[config.mk]
export PLATFORM = sky130hd
export DESIGN_NAME = scan_order_gen
export DESIGN_NICKNAME = d
export VERILOG_FILES = /design/src/rtl/scan_pkg.sv /design/src/rtl/scan_cfg_check.sv /design/src/rtl/scan_axis.sv /design/src/rtl/scan_order_gen.sv
export SDC_FILE = /design/constraint.sdc
export NUM_CORES = 1
export LEC_CHECK = 0
export BUFFER_PORTS_ARGS = -buffer_cell sky130_fd_sc_hd__clkbuf_2
export CORE_UTILIZATION = 40
export DETAILED_ROUTE_END_ITERATION = 8
export HOLD_SLACK_MARGIN = 0.08
export PLACE_DENSITY = 0.59
export SYNTH_ARGS = -nofsm -noshare
export SYNTH_HDL_FRONTEND = slang
export SYNTH_SLANG_ARGS = --single-unit
[constraint.sdc]
create_clock -name clk -period 6.82 [get_ports clk]
set_clock_uncertainty 0.15 [all_clocks]
set_input_delay 1.364 -clock clk [delete_from_list [all_inputs] [get_ports clk]]
set_output_delay 1.364 -clock clk [all_outputs]
set_load 0.005 [all_outputs]
[src/rtl/scan_pkg.sv]
package scan_pkg;
    typedef enum logic [1:0] {
        SCAN_RASTER = 2'd0,
        SCAN_SNAKE  = 2'd1,
        SCAN_TILED  = 2'd2,
        SCAN_RSVD   = 2'd3
    } scan_mode_e;
endpackage

[src/rtl/scan_cfg_check.sv]
module scan_cfg_check
    import scan_pkg::*;
#(
    parameter int CW = 6
) (
    input  logic [1:0]    mode,
    input  logic [CW-1:0] win_w,
    input  logic [CW-1:0] win_h,
    input  logic [CW-1:0] reg_w,
    input  logic [CW-1:0] reg_h,
    input  logic          colwise,
    input  logic          from_right,
    input  logic          from_bottom,
    output logic          cfg_ok,
    output logic [CW-1:0] tile_w,
    output logic [CW-1:0] tile_h,
    output logic          tile_colw,
    output logic          fast_flip,
    output logic          slow_flip,
    output logic          serp
);
    logic tiled;
    logic w_fits;
    logic h_fits;

    always_comb begin
        tiled  = (mode == SCAN_TILED);
        w_fits = (reg_w != '0) && ((win_w % reg_w) == '0);
        h_fits = (reg_h != '0) && ((win_h % reg_h) == '0);
        cfg_ok = (win_w != '0) && (win_h != '0) && (mode != SCAN_RSVD)
                 && (!tiled || (w_fits && h_fits));
        // raster and snake treat the whole window as a single tile
        tile_w    = tiled ? reg_w : win_w;
        tile_h    = tiled ? reg_h : win_h;
        tile_colw = tiled && colwise;
        fast_flip = tiled && (colwise ? from_bottom : from_right);
        slow_flip = tiled && (colwise ? from_right : from_bottom);
        serp      = (mode != SCAN_RASTER);
    end
endmodule

[src/rtl/scan_axis.sv]
// One coordinate stepper: reports whether pos sits at the far end of its
// range in the current direction and what the next coordinate would be.
module scan_axis #(
    parameter int CW = 6
) (
    input  logic [CW-1:0] pos,
    input  logic [CW-1:0] step,
    input  logic [CW-1:0] limit,
    input  logic          rev,
    output logic          at_end,
    output logic [CW-1:0] nxt
);
    logic [CW:0] sum;

    always_comb begin
        sum    = {1'b0, pos} + {1'b0, step};
        at_end = rev ? (pos == '0) : (sum == {1'b0, limit});
        nxt    = rev ? (pos - step) : sum[CW-1:0];
    end
endmodule

[src/rtl/scan_order_gen.sv]
module scan_order_gen
    import scan_pkg::*;
#(
    parameter int CW = 6
) (
    input  logic          clk,
    input  logic          rst_n,
    input  logic          start,
    input  logic [1:0]    mode,
    input  logic [CW-1:0] win_w,
    input  logic [CW-1:0] win_h,
    input  logic [CW-1:0] reg_w,
    input  logic [CW-1:0] reg_h,
    input  logic          reg_colwise,
    input  logic          reg_from_right,
    input  logic          reg_from_bottom,
    output logic          cand_valid,
    output logic [CW-1:0] cand_x,
    output logic [CW-1:0] cand_y,
    output logic          line_start,
    output logic          region_start,
    output logic          scan_done,
    output logic          cfg_err
);
    localparam int NAX = 4;   // fast, slow, tile column, tile row
    localparam logic [CW-1:0] ONE = CW'(1);

    typedef struct packed {
        logic          run;
        logic          colw;
        logic          ffl;
        logic          sfl;
        logic          serp;
        logic [CW-1:0] ww;
        logic [CW-1:0] wh;
        logic [CW-1:0] tw;
        logic [CW-1:0] th;
        logic [CW-1:0] lf;
        logic [CW-1:0] ls;
        logic [CW-1:0] ox;
        logic [CW-1:0] oy;
        logic          fdir;
        logic          trev;
        logic          line;
        logic          region;
        logic          done;
        logic          err;
    } st_t;

    st_t st_q, st_d;

    logic          cfg_ok, cfg_colw, cfg_ffl, cfg_sfl, cfg_serp;
    logic [CW-1:0] cfg_tw, cfg_th, in_fl, in_sl;
    logic [CW-1:0] fl, sl, lf_home, ls_home;

    logic [CW-1:0] ax_pos  [NAX];
    logic [CW-1:0] ax_step [NAX];
    logic [CW-1:0] ax_lim  [NAX];
    logic          ax_rev  [NAX];
    logic          ax_end  [NAX];
    logic [CW-1:0] ax_nxt  [NAX];

    scan_cfg_check #(.CW(CW)) u_cfg (
        .mode       (mode),
        .win_w      (win_w),
        .win_h      (win_h),
        .reg_w      (reg_w),
        .reg_h      (reg_h),
        .colwise    (reg_colwise),
        .from_right (reg_from_right),
        .from_bottom(reg_from_bottom),
        .cfg_ok     (cfg_ok),
        .tile_w     (cfg_tw),
        .tile_h     (cfg_th),
        .tile_colw  (cfg_colw),
        .fast_flip  (cfg_ffl),
        .slow_flip  (cfg_sfl),
        .serp       (cfg_serp)
    );

    assign fl    = st_q.colw ? st_q.th : st_q.tw;
    assign sl    = st_q.colw ? st_q.tw : st_q.th;
    assign in_fl = cfg_colw ? cfg_th : cfg_tw;
    assign in_sl = cfg_colw ? cfg_tw : cfg_th;

    assign ax_pos[0] = st_q.lf;  assign ax_step[0] = ONE;     assign ax_lim[0] = fl;      assign ax_rev[0] = st_q.fdir;
    assign ax_pos[1] = st_q.ls;  assign ax_step[1] = ONE;     assign ax_lim[1] = sl;      assign ax_rev[1] = st_q.sfl;
    assign ax_pos[2] = st_q.ox;  assign ax_step[2] = st_q.tw; assign ax_lim[2] = st_q.ww; assign ax_rev[2] = st_q.trev;
    assign ax_pos[3] = st_q.oy;  assign ax_step[3] = st_q.th; assign ax_lim[3] = st_q.wh; assign ax_rev[3] = 1'b0;

    for (genvar gi = 0; gi < NAX; gi++) begin : g_axis
        scan_axis #(.CW(CW)) u_axis (
            .pos   (ax_pos[gi]),
            .step  (ax_step[gi]),
            .limit (ax_lim[gi]),
            .rev   (ax_rev[gi]),
            .at_end(ax_end[gi]),
            .nxt   (ax_nxt[gi])
        );
    end

    always_comb begin
        st_d      = st_q;
        st_d.done = 1'b0;
        lf_home   = st_q.ffl ? (fl - ONE) : '0;
        ls_home   = st_q.sfl ? (sl - ONE) : '0;
        if (start && !st_q.run) begin
            st_d.err    = !cfg_ok;
            st_d.run    = cfg_ok;
            st_d.ww     = win_w;
            st_d.wh     = win_h;
            st_d.tw     = cfg_tw;
            st_d.th     = cfg_th;
            st_d.colw   = cfg_colw;
            st_d.ffl    = cfg_ffl;
            st_d.sfl    = cfg_sfl;
            st_d.serp   = cfg_serp;
            st_d.lf     = cfg_ffl ? (in_fl - ONE) : '0;
            st_d.ls     = cfg_sfl ? (in_sl - ONE) : '0;
            st_d.fdir   = cfg_ffl;
            st_d.ox     = '0;
            st_d.oy     = '0;
            st_d.trev   = 1'b0;
            st_d.line   = cfg_ok;
            st_d.region = cfg_ok;
        end else if (st_q.run) begin
            st_d.line   = 1'b0;
            st_d.region = 1'b0;
            if (!ax_end[0]) begin
                st_d.lf = ax_nxt[0];
            end else if (!ax_end[1]) begin
                st_d.ls   = ax_nxt[1];
                st_d.line = 1'b1;
                if (st_q.serp) st_d.fdir = ~st_q.fdir;
                else           st_d.lf   = lf_home;
            end else begin
                // sub-region finished: return to its start corner in the next tile
                st_d.lf     = lf_home;
                st_d.ls     = ls_home;
                st_d.fdir   = st_q.ffl;
                st_d.line   = 1'b1;
                st_d.region = 1'b1;
                if (!ax_end[2]) begin
                    st_d.ox = ax_nxt[2];
                end else if (!ax_end[3]) begin
                    st_d.oy   = ax_nxt[3];
                    st_d.trev = ~st_q.trev;
                end else begin
                    st_d.run    = 1'b0;
                    st_d.done   = 1'b1;
                    st_d.line   = 1'b0;
                    st_d.region = 1'b0;
                end
            end
        end
    end

    always_ff @(posedge clk or negedge rst_n) begin
        if (!rst_n) st_q <= '0;
        else        st_q <= st_d;
    end

    assign cand_valid   = st_q.run;
    assign cand_x       = st_q.ox + (st_q.colw ? st_q.ls : st_q.lf);
    assign cand_y       = st_q.oy + (st_q.colw ? st_q.lf : st_q.ls);
    assign line_start   = st_q.line && st_q.run;
    assign region_start = st_q.region && st_q.run;
    assign scan_done    = st_q.done;
    assign cfg_err      = st_q.err;
endmodule

==> impl_metrics.prom, run 1 <==
# TYPE chip_impl_metric gauge
chip_impl_metric{name="p_leak",unit="nW"} 4.448
chip_impl_metric{name="rows",unit=""} 49
chip_impl_info{name="synth_top_flop_cell",value="sky130_fd_sc_hd__dfrtp_1"} 1
chip_impl_metric{name="syn_nets",unit=""} 1083
chip_impl_metric{name="wirelength",unit="um"} 23090
chip_impl_metric{name="worst_skew_pair.late_latency",unit="ps"} 330
chip_impl_metric{name="ctsHoldBuffers",unit=""} 0
chip_impl_metric{name="maximum_number_of_pins_on_one_net_before_global_route_repair",unit=""} 60
chip_impl_metric{name="avgSynthCellArea",unit="um^2"} 7.833
chip_impl_metric{name="synth_enable_flop_cells",unit=""} 0
chip_impl_metric{name="clockBufferDepth",unit=""} 2
chip_impl_metric{name="period_minus_slack",unit="ps"} 8800
chip_impl_metric{name="global_route_wire_length_before_repair",unit="um"} 36960
chip_impl_metric{name="routability_driven_placement_congestion_ratio",unit=""} 0.9394
chip_impl_metric{name="regToRegSetupSlack",unit="ps"} 2750
chip_impl_info{name="commonest_non_fill_non_tap_cell_in_the_layout",value="sky130_fd_sc_hd__buf_4"} 1
chip_impl_info{name="cells_taking_the_most_area_after_synthesis",value="sky130_fd_sc_hd__dfrtp_1, sky130_fd_sc_hd__ha_1, sky130_fd_sc_hd__xnor2_1, sky130_fd_sc_hd__nand2_1, sky130_fd_sc_hd__a21oi_1"} 1
chip_impl_metric{name="layout_worst_path_cycle_share",unit=""} 1.290
chip_impl_info{name="worst_hold_end",value="ax_lim[8]"} 1
chip_impl_metric{name="synth_async_reset_ratio",unit=""} 1.000
chip_impl_metric{name="irDropWorstVdd",unit="V"} 0.0001233
chip_impl_metric{name="layout.nets",unit=""} 1241
chip_impl_metric{name="cp.arrival",unit="ps"} 8870
chip_impl_info{name="crit-reg2reg-launch",value="st_q[57]"} 1
chip_impl_metric{name="yosysWarnings",unit=""} 0
chip_impl_info{name="post-synth-top-area-cell",value="sky130_fd_sc_hd__dfrtp_1"} 1
chip_impl_info{name="worstSetupEndpointType",value="flop"} 1
chip_impl_info{name="worstSetupStartpointType",value="primary input"} 1
chip_impl_metric{name="port_buffers",unit=""} 48
chip_impl_metric{name="antenna_found_initial",unit=""} 0
chip_impl_metric{name="ys_ff_latch",unit=""} 59
chip_impl_metric{name="detailedRoute.firstPassIterationCount",unit=""} 5
chip_impl_metric{name="cts_buf_count",unit=""} 9
chip_impl_metric{name="route.detailed.drc",unit=""} 0
chip_impl_metric{name="gr-total-overflow",unit=""} 0
chip_impl_metric{name="power-per-cell-area",unit="nW/um^2"} 237.9
chip_impl_metric{name="detail_placement_hpwl",unit="um"} 18190
chip_impl_metric{name="chipHeight",unit="um"} 139.3
chip_impl_metric{name="slew_headroom",unit=""} 0.3323
chip_impl_metric{name="hold_violations",unit=""} 0
chip_impl_metric{name="total_power",unit="mW"} 2.301
chip_impl_metric{name="placement.cell_area",unit="um^2"} 8995
chip_impl_metric{name="fin_tns_setup",unit="ps"} -7756
chip_impl_metric{name="area.growth.synth_to_final",unit="%"} 28.20
chip_impl_metric{name="netlist.area_leader.share",unit=""} 0.1957
chip_impl_metric{name="vias_per_cell",unit=""} 5.537
chip_impl_metric{name="antennaDiodeCount",unit=""} 0
chip_impl_metric{name="worst_slack",unit="ps"} -1980
chip_impl_info{name="min-delay-path-class",value="reg2reg"} 1
chip_impl_info{name="criticalPathCategory",value="in2reg"} 1
chip_impl_metric{name="cpPeakStageDelay",unit="ps"} 540
chip_impl_metric{name="max_slew.worst_pin.slew",unit="ps"} 996.9
chip_impl_metric{name="first_iter_violations",unit=""} 494
chip_impl_metric{name="data_required_time_of_the_worst_path",unit="ps"} 6890
chip_impl_info{name="reg2reg_to",value="ax_pos[22]"} 1
chip_impl_metric{name="design_area",unit="um^2"} 9671
chip_impl_info{name="cpMostUsedCell",value="sky130_fd_sc_hd__ha_1"} 1
chip_impl_metric{name="ctsHtreeMaxLevel",unit=""} 3
chip_impl_metric{name="syn-cell-area",unit="um^2"} 7543
chip_impl_info{name="grt_setup_unrepaired",value="yes"} 1
chip_impl_metric{name="initial_core_util",unit=""} 0.4143
chip_impl_metric{name="worstHoldPathCells",unit=""} 2
chip_impl_metric{name="synth_cells",unit=""} 963
chip_impl_metric{name="route.detailed.wl_per_inst",unit="um"} 17.04
chip_impl_metric{name="drive_gt1_frac",unit=""} 0.2682
chip_impl_metric{name="max_cap_viol_count",unit=""} 0
chip_impl_metric{name="floorplan.core_area",unit="um^2"} 18210
chip_impl_metric{name="ff2ff_path_depth",unit=""} 10
chip_impl_metric{name="synth.yosys.seq_area_share",unit=""} 0.1957
chip_impl_metric{name="vias",unit=""} 7503
chip_impl_metric{name="slew_viol_final",unit=""} 0
chip_impl_metric{name="gr-usage-all-layers",unit=""} 0.2392
chip_impl_metric{name="maxClockFrequency",unit="MHz"} 113.6
chip_impl_metric{name="first_global_vias",unit=""} 7203
chip_impl_info{name="outcome",value="finished, violations left"} 1
chip_impl_info{name="clock-root-buffer",value="sky130_fd_sc_hd__clkbuf_16"} 1
chip_impl_info{name="violations",value="setup timing"} 1
chip_impl_metric{name="floorplan.die_area",unit="um^2"} 19410
chip_impl_info{name="hold_start",value="ax_lim[8]"} 1
chip_impl_metric{name="placed_cells",unit=""} 1320
chip_impl_metric{name="top_level_ports",unit=""} 49
chip_impl_info{name="layout.cells.most_common_list",value="sky130_fd_sc_hd__buf_4, sky130_fd_sc_hd__nand2_1, sky130_fd_sc_hd__ha_1"} 1
chip_impl_info{name="cpMaxStageDelayCell",value="sky130_fd_sc_hd__or4_4"} 1
chip_impl_metric{name="finalSetupViolations",unit=""} 4
chip_impl_metric{name="ant_nets",unit=""} 0
chip_impl_metric{name="fillCellCount",unit=""} 1763
chip_impl_metric{name="number_of_distinct_library_cells_after_synthesis",unit=""} 74
chip_impl_metric{name="die_width",unit="um"} 139.3
chip_impl_metric{name="clk_pin_slew",unit="ps"} 60
chip_impl_info{name="cts_tree",value="built"} 1
chip_impl_metric{name="critPathMaxFanout",unit=""} 6
chip_impl_metric{name="post_layout_nonfiller_instances",unit=""} 1355
chip_impl_metric{name="cts_sinks",unit=""} 59
## power by group
| part | total, mW | switching [mW] | leakage, nW | internal [mW] |
|---|---|---|---|---|
| combinational | 1.36 | 0.695 | 3.60 | 0.669 |
| sequential | 0.528 | 0.127 | 0.721 | 0.401 |
| clock | 0.409 | 0.164 | 0.125 | 0.245 |
| total | 2.30 | 0.986 | 4.45 | 1.31 |
## flip-flops by register name (all words and copies together) (netlist names)
name	count
ax_pos	24
ax_lim	12
ax_step	12
st_q	5
ax_rev	3
cand_valid	1
cfg_err	1
scan_done	1
## what timing repair did
action,in CTS,in global routing
resized for setup,19,37
endpoints found under the setup margin,4,4
pin swaps,13,36
buffers inserted,11,8
## final cells by class
type	count	area [um^2]	share of cell area
repair buffers	190	1320	0.1365
clock buffers	10	229.0	0.02368
well taps	229	286.5	0.02963
flip-flops and latches	59	1476	0.1527
inverters	62	232.7	0.02407
clock inverters	6	41.29	0.004270
multi-input cells	799	6085	0.6292
## synth_stat cells (6+ instances only)
| master | count |
|---|---|
| sky130_fd_sc_hd__o31ai_1 | 16 |
| sky130_fd_sc_hd__nand3_1 | 23 |
| sky130_fd_sc_hd__ha_1 | 81 |
| sky130_fd_sc_hd__or3_1 | 13 |
| sky130_fd_sc_hd__a31oi_1 | 15 |
| sky130_fd_sc_hd__nand2_1 | 98 |
| sky130_fd_sc_hd__or2_2 | 7 |
| sky130_fd_sc_hd__o21a_1 | 16 |
| sky130_fd_sc_hd__nor3_1 | 23 |
| sky130_fd_sc_hd__a21o_1 | 14 |
| sky130_fd_sc_hd__fa_1 | 7 |
| sky130_fd_sc_hd__a21oi_1 | 72 |
| sky130_fd_sc_hd__mux2i_1 | 35 |
| sky130_fd_sc_hd__dfrtp_1 | 59 |
| sky130_fd_sc_hd__nor2b_1 | 14 |
| sky130_fd_sc_hd__buf_2 | 6 |
| sky130_fd_sc_hd__o211ai_1 | 8 |
| sky130_fd_sc_hd__xor2_1 | 32 |
| sky130_fd_sc_hd__o21ai_0 | 64 |
| sky130_fd_sc_hd__a211oi_1 | 8 |
| sky130_fd_sc_hd__xnor2_1 | 55 |
| sky130_fd_sc_hd__nand2b_1 | 10 |
| sky130_fd_sc_hd__nor2_1 | 77 |
| sky130_fd_sc_hd__clkbuf_1 | 31 |
| sky130_fd_sc_hd__inv_1 | 62 |
| sky130_fd_sc_hd__mux2_2 | 8 |
## logic make-up after synthesis
group	share of synthesized area
mux	0.06402
simple gates	0.1853
flops	0.1957
buf+inv	0.05573
compound gates	0.2453
xor+xnor	0.1010
fa+ha+maj	0.1529
## how the worst max path moves through the flow
stage,from,to,slack (ps),cells after the start
floorplan,reg_h[5],cfg_err,-1810,39
global placement,reg_w[3],cfg_err,-2160,34
detailed placement,reg_h[5],cfg_err,-2320,37
CTS,reg_h[5],st_q[2],-1810,38
global route,reg_h[5],cfg_err,-2290,38
finish,reg_h[5],cfg_err,-1980,37
## layer usage
metal	GRT usage	vias up	share of wire
met4	0.1018	0	0.031
met2	0.3816	203	0.46
met1	0.3308	3472	0.47
met5	0	-	0
li1	-	3777	-
met3	0.02065	51	0.040
## stage by stage
stage               hold slack, ps  utilization  setup slack, ps
floorplan                    305.6            -            -1813
global placement             333.2       0.4940            -2157
detailed placement           338.4       0.4940            -2317
CTS                          350.9       0.5188            -1813
global route                 378.3       0.5311            -2293
finish                       342.9       0.5311            -1980
## worst max-delay path: cells and delay by family
family	cells	cell delay, ps
AO/OA/AOI/OAI	15	2860
adder cells (fa/ha/maj)	5	1420
buffers and inverters	4	510
multiplexers	1	270
AND/OR/NAND/NOR	12	2450
Note: power is estimated with default switching activity, not from simulation.
==> inputs of run 2 (changes only) <==
--- a/config.mk
+++ b/config.mk
@@ -5,6 +5,7 @@
 export SDC_FILE = /design/constraint.sdc
 export NUM_CORES = 1
 export LEC_CHECK = 0
+export ABC_AREA = 1
 export BUFFER_PORTS_ARGS = -buffer_cell sky130_fd_sc_hd__clkbuf_2
 export CORE_UTILIZATION = 40
 export DETAILED_ROUTE_END_ITERATION = 8
==> impl_metrics.prom, run 2 <==
# TYPE chip_impl_metric gauge
chip_impl_metric{name="clockBufferDepth",unit=""} 2
chip_impl_metric{name="power-per-cell-area",unit="nW/um^2"} 220.2
chip_impl_metric{name="period_minus_slack",unit="ps"} 6943
chip_impl_info{name="min-delay-path-class",value="reg2reg"} 1
chip_impl_metric{name="detail_placement_hpwl",unit="um"} 18610
chip_impl_metric{name="regToRegSetupSlack",unit="ps"} 3130
chip_impl_metric{name="clk_pin_slew",unit="ps"} 50
chip_impl_metric{name="largest_reg_flops",unit=""} 24
chip_impl_metric{name="syn-cell-area",unit="um^2"} 7527
chip_impl_info{name="layout.cells.most_common_list",value="sky130_fd_sc_hd__nand2_1, sky130_fd_sc_hd__buf_4, sky130_fd_sc_hd__inv_1"} 1
chip_impl_metric{name="first_global_vias",unit=""} 7922
chip_impl_info{name="worst_hold_end",value="st_q[2]"} 1
chip_impl_info{name="criticalPathCategory",value="in2reg"} 1
chip_impl_info{name="crit-reg2reg-launch",value="st_q[57]"} 1
chip_impl_info{name="reg2reg_to",value="ax_rev[3]"} 1
chip_impl_info{name="post-synth-top-area-cell",value="sky130_fd_sc_hd__dfrtp_1"} 1
chip_impl_metric{name="layout_worst_path_cycle_share",unit=""} 1.018
chip_impl_metric{name="max_slew.worst_pin.slew",unit="ps"} 773.1
chip_impl_metric{name="slew_headroom",unit=""} 0.4846
chip_impl_metric{name="area_of_combinational_cells_with_multiple_inputs",unit="um^2"} 6225
chip_impl_metric{name="cts_sinks",unit=""} 59
chip_impl_metric{name="met1_routed_length",unit="um"} 10920
chip_impl_metric{name="maxClockFrequency",unit="MHz"} 144.0
chip_impl_metric{name="number_of_distinct_library_cells_after_synthesis",unit=""} 42
chip_impl_metric{name="gr-usage-all-layers",unit=""} 0.2549
chip_impl_metric{name="drive_gt1_frac",unit=""} 0.3048
chip_impl_metric{name="die_width",unit="um"} 139.2
chip_impl_metric{name="worst_skew_pair.late_latency",unit="ps"} 330
chip_impl_metric{name="synth_cells",unit=""} 1187
chip_impl_metric{name="hold_violations",unit=""} 0
chip_impl_info{name="cts_tree",value="built"} 1
chip_impl_metric{name="port_buffers",unit=""} 48
chip_impl_metric{name="yosysWarnings",unit=""} 0
chip_impl_metric{name="chipHeight",unit="um"} 139.2
chip_impl_info{name="top_layer",value="met4"} 1
chip_impl_metric{name="data_required_time_of_the_worst_path",unit="ps"} 6880
chip_impl_info{name="synth_most_common_cell",value="sky130_fd_sc_hd__nand2_1"} 1
chip_impl_metric{name="total_power",unit="mW"} 2.289
chip_impl_metric{name="critPathMaxFanout",unit=""} 5
chip_impl_info{name="commonest_non_fill_non_tap_cell_in_the_layout",value="sky130_fd_sc_hd__nand2_1"} 1
chip_impl_info{name="worstSetupStartpointType",value="primary input"} 1
chip_impl_info{name="clock-root-buffer",value="sky130_fd_sc_hd__clkbuf_16"} 1
chip_impl_metric{name="worst_slack",unit="ps"} -122.9
chip_impl_metric{name="p_leak",unit="nW"} 5.306
chip_impl_metric{name="routed_length_on_met3",unit="um"} 1050
chip_impl_info{name="cpMostUsedCell",value="sky130_fd_sc_hd__nand2_2"} 1
chip_impl_metric{name="synth_enable_flop_cells",unit=""} 0
chip_impl_metric{name="hold_ws",unit="ps"} 351.5
chip_impl_metric{name="met2RoutedLength",unit="um"} 11860
chip_impl_metric{name="ant_nets",unit=""} 0
chip_impl_metric{name="antenna_found_initial",unit=""} 0
chip_impl_metric{name="first_iter_violations",unit=""} 573
chip_impl_metric{name="gr-total-overflow",unit=""} 0
chip_impl_metric{name="cp.arrival",unit="ps"} 7000
chip_impl_metric{name="vias_per_cell",unit=""} 5.142
chip_impl_metric{name="slew_viol_final",unit=""} 0
chip_impl_metric{name="area.growth.synth_to_final",unit="%"} 38.08
chip_impl_metric{name="cpPeakStageDelay",unit="ps"} 380
chip_impl_metric{name="ctsHtreeMaxLevel",unit=""} 3
chip_impl_metric{name="ys_ff_latch",unit=""} 59
chip_impl_info{name="worstSetupEndpointType",value="flop"} 1
chip_impl_metric{name="route.detailed.wl_per_inst",unit="um"} 15.25
chip_impl_info{name="grt_setup_unrepaired",value="yes"} 1
chip_impl_info{name="cells_taking_the_most_area_after_synthesis",value="sky130_fd_sc_hd__dfrtp_1, sky130_fd_sc_hd__nand2_1, sky130_fd_sc_hd__ha_1, sky130_fd_sc_hd__inv_1, sky130_fd_sc_hd__nand3_1"} 1
chip_impl_metric{name="routability_driven_placement_congestion_ratio",unit=""} 0.9455
chip_impl_metric{name="avgSynthCellArea",unit="um^2"} 6.341
chip_impl_metric{name="floorplan.die_area",unit="um^2"} 19370
chip_impl_metric{name="max_cap_viol_count",unit=""} 0
chip_impl_metric{name="finalSetupViolations",unit=""} 4
chip_impl_info{name="violations",value="DRC, setup timing"} 1
chip_impl_info{name="cpMaxStageDelayCell",value="sky130_fd_sc_hd__or3_4"} 1
chip_impl_info{name="outcome",value="finished, violations left"} 1
chip_impl_metric{name="layout.nets",unit=""} 1493
chip_impl_metric{name="detailedRoute.firstPassIterationCount",unit=""} 7
chip_impl_metric{name="seq_area",unit="um^2"} 1476
chip_impl_metric{name="cts_buf_count",unit=""} 9
chip_impl_metric{name="route.detailed.drc",unit=""} 1
chip_impl_metric{name="antennaDiodeCount",unit=""} 0
chip_impl_metric{name="maximum_number_of_pins_on_one_net_before_global_route_repair",unit=""} 60
chip_impl_metric{name="floorplan.core_area",unit="um^2"} 18210
chip_impl_metric{name="syn_nets",unit=""} 1307
chip_impl_metric{name="vias",unit=""} 8263
chip_impl_metric{name="initial_core_util",unit=""} 0.4134
chip_impl_info{name="synth_top_flop_cell",value="sky130_fd_sc_hd__dfrtp_1"} 1
chip_impl_metric{name="ff2ff_path_depth",unit=""} 13
chip_impl_metric{name="wirelength",unit="um"} 24510
chip_impl_metric{name="top_level_ports",unit=""} 49
chip_impl_metric{name="synth_async_reset_ratio",unit=""} 1.000
chip_impl_metric{name="rows",unit=""} 49
chip_impl_metric{name="synth.yosys.seq_area_share",unit=""} 0.1961
chip_impl_metric{name="irDropWorstVdd",unit="V"} 0.0001106
chip_impl_info{name="post_synth_most_frequent_cells",value="sky130_fd_sc_hd__nand2_1, sky130_fd_sc_hd__inv_1, sky130_fd_sc_hd__nand3_1"} 1
chip_impl_metric{name="fillCellCount",unit=""} 1733
chip_impl_info{name="hold_start",value="st_q[2]"} 1
chip_impl_metric{name="worstHoldPathCells",unit=""} 2
chip_impl_metric{name="netlist.area_leader.share",unit=""} 0.1961
chip_impl_metric{name="global_route_wire_length_before_repair",unit="um"} 39600
-- run 2: cell count changes after synthesis, sizes merged, moves of 14 or more --
cell   change
o21a      -16
nor3      -14
nand2    +239
o31ai     -18
mux2i     -37
xnor2     -32
o21ai     +45
nor2b     -14
inv       +96
nand3     +81
a21oi     -25
nand4     +20
-- run 2: through the flow --
step	TNS [ps]	utilization	cells	instance area, um^2	setup slack [ps]
final	-411.9	0.5708	1607	10390	-122.9
after global routing	-2110	0.5708	1607	10390	-544.6
after CTS	-44.17	0.5525	1601	10060	-21.11
after detailed placement	-3055	0.4949	1557	9012	-797.8
after global placement	-3094	0.4949	1557	9012	-800.5
after floorplan	-201.6	-	1187	7701	-72.97
-- run 2: what timing repair did --
item                       CTS  global route
resized for setup          123            71
setup buffers               29             6
pin swaps                   76            58
hold buffers                 0             0
setup endpoints to repair    4             4
-- run 2: how the worst max path moves through the flow --
stage                     startpoint       to  slack [ps]
after floorplan             reg_h[0]  st_q[2]         -70
after global placement      reg_w[0]  st_q[2]        -800
after detailed placement    reg_w[0]  st_q[2]        -800
after CTS                   reg_h[0]  st_q[3]         -20
after global routing        reg_w[0]  st_q[2]        -540
final                       reg_h[0]  st_q[2]        -120
-- run 2: final cells by class --
cell class	count	area share
clock inverters	5	0.005056
multi-input cells	938	0.5989
well taps	229	0.02757
flip-flops and latches	59	0.1420
clock buffers	11	0.02335
inverters	158	0.05983
repair buffers	207	0.1433
-- run 2: cell families (layout without fill, tap and decap cells) --
kind of cell	count (synthesis)	after routing	synth area share
adder cells (fa/ha/maj)	88	88	0.1533
AO/OA/AOI/OAI	188	188	0.1370
flip-flops	59	59	0.1961
XOR/XNOR	65	65	0.07563
AND/OR/NAND/NOR	597	597	0.3388
buffers and inverters	190	381	0.09924
-- run 2: power by group --
part | total [mW] | internal, mW | switching [mW]
Combinational | 1.35 | 0.606 | 0.743
Clock | 0.449 | 0.290 | 0.158
Sequential | 0.492 | 0.403 | 0.0894
Total | 2.29 | 1.30 | 0.990
-- run 2: routing by layer --
| layer | vias up | GRT usage |
|---|---|---|
| li1 | 4245 | - |
| met3 | 44 | 0.02762 |
| met2 | 202 | 0.4458 |
| met1 | 3772 | 0.3251 |
| met5 | - | 0 |
| met4 | 0 | 0.08772 |
-- run 2: worst max-delay path, delay by kind of cell --
kind / cells / cell delay (ps)
compound gates: 3 / 230
simple gates: 32 / 3040
buf+inv: 9 / 820
fa+ha+maj: 6 / 1530
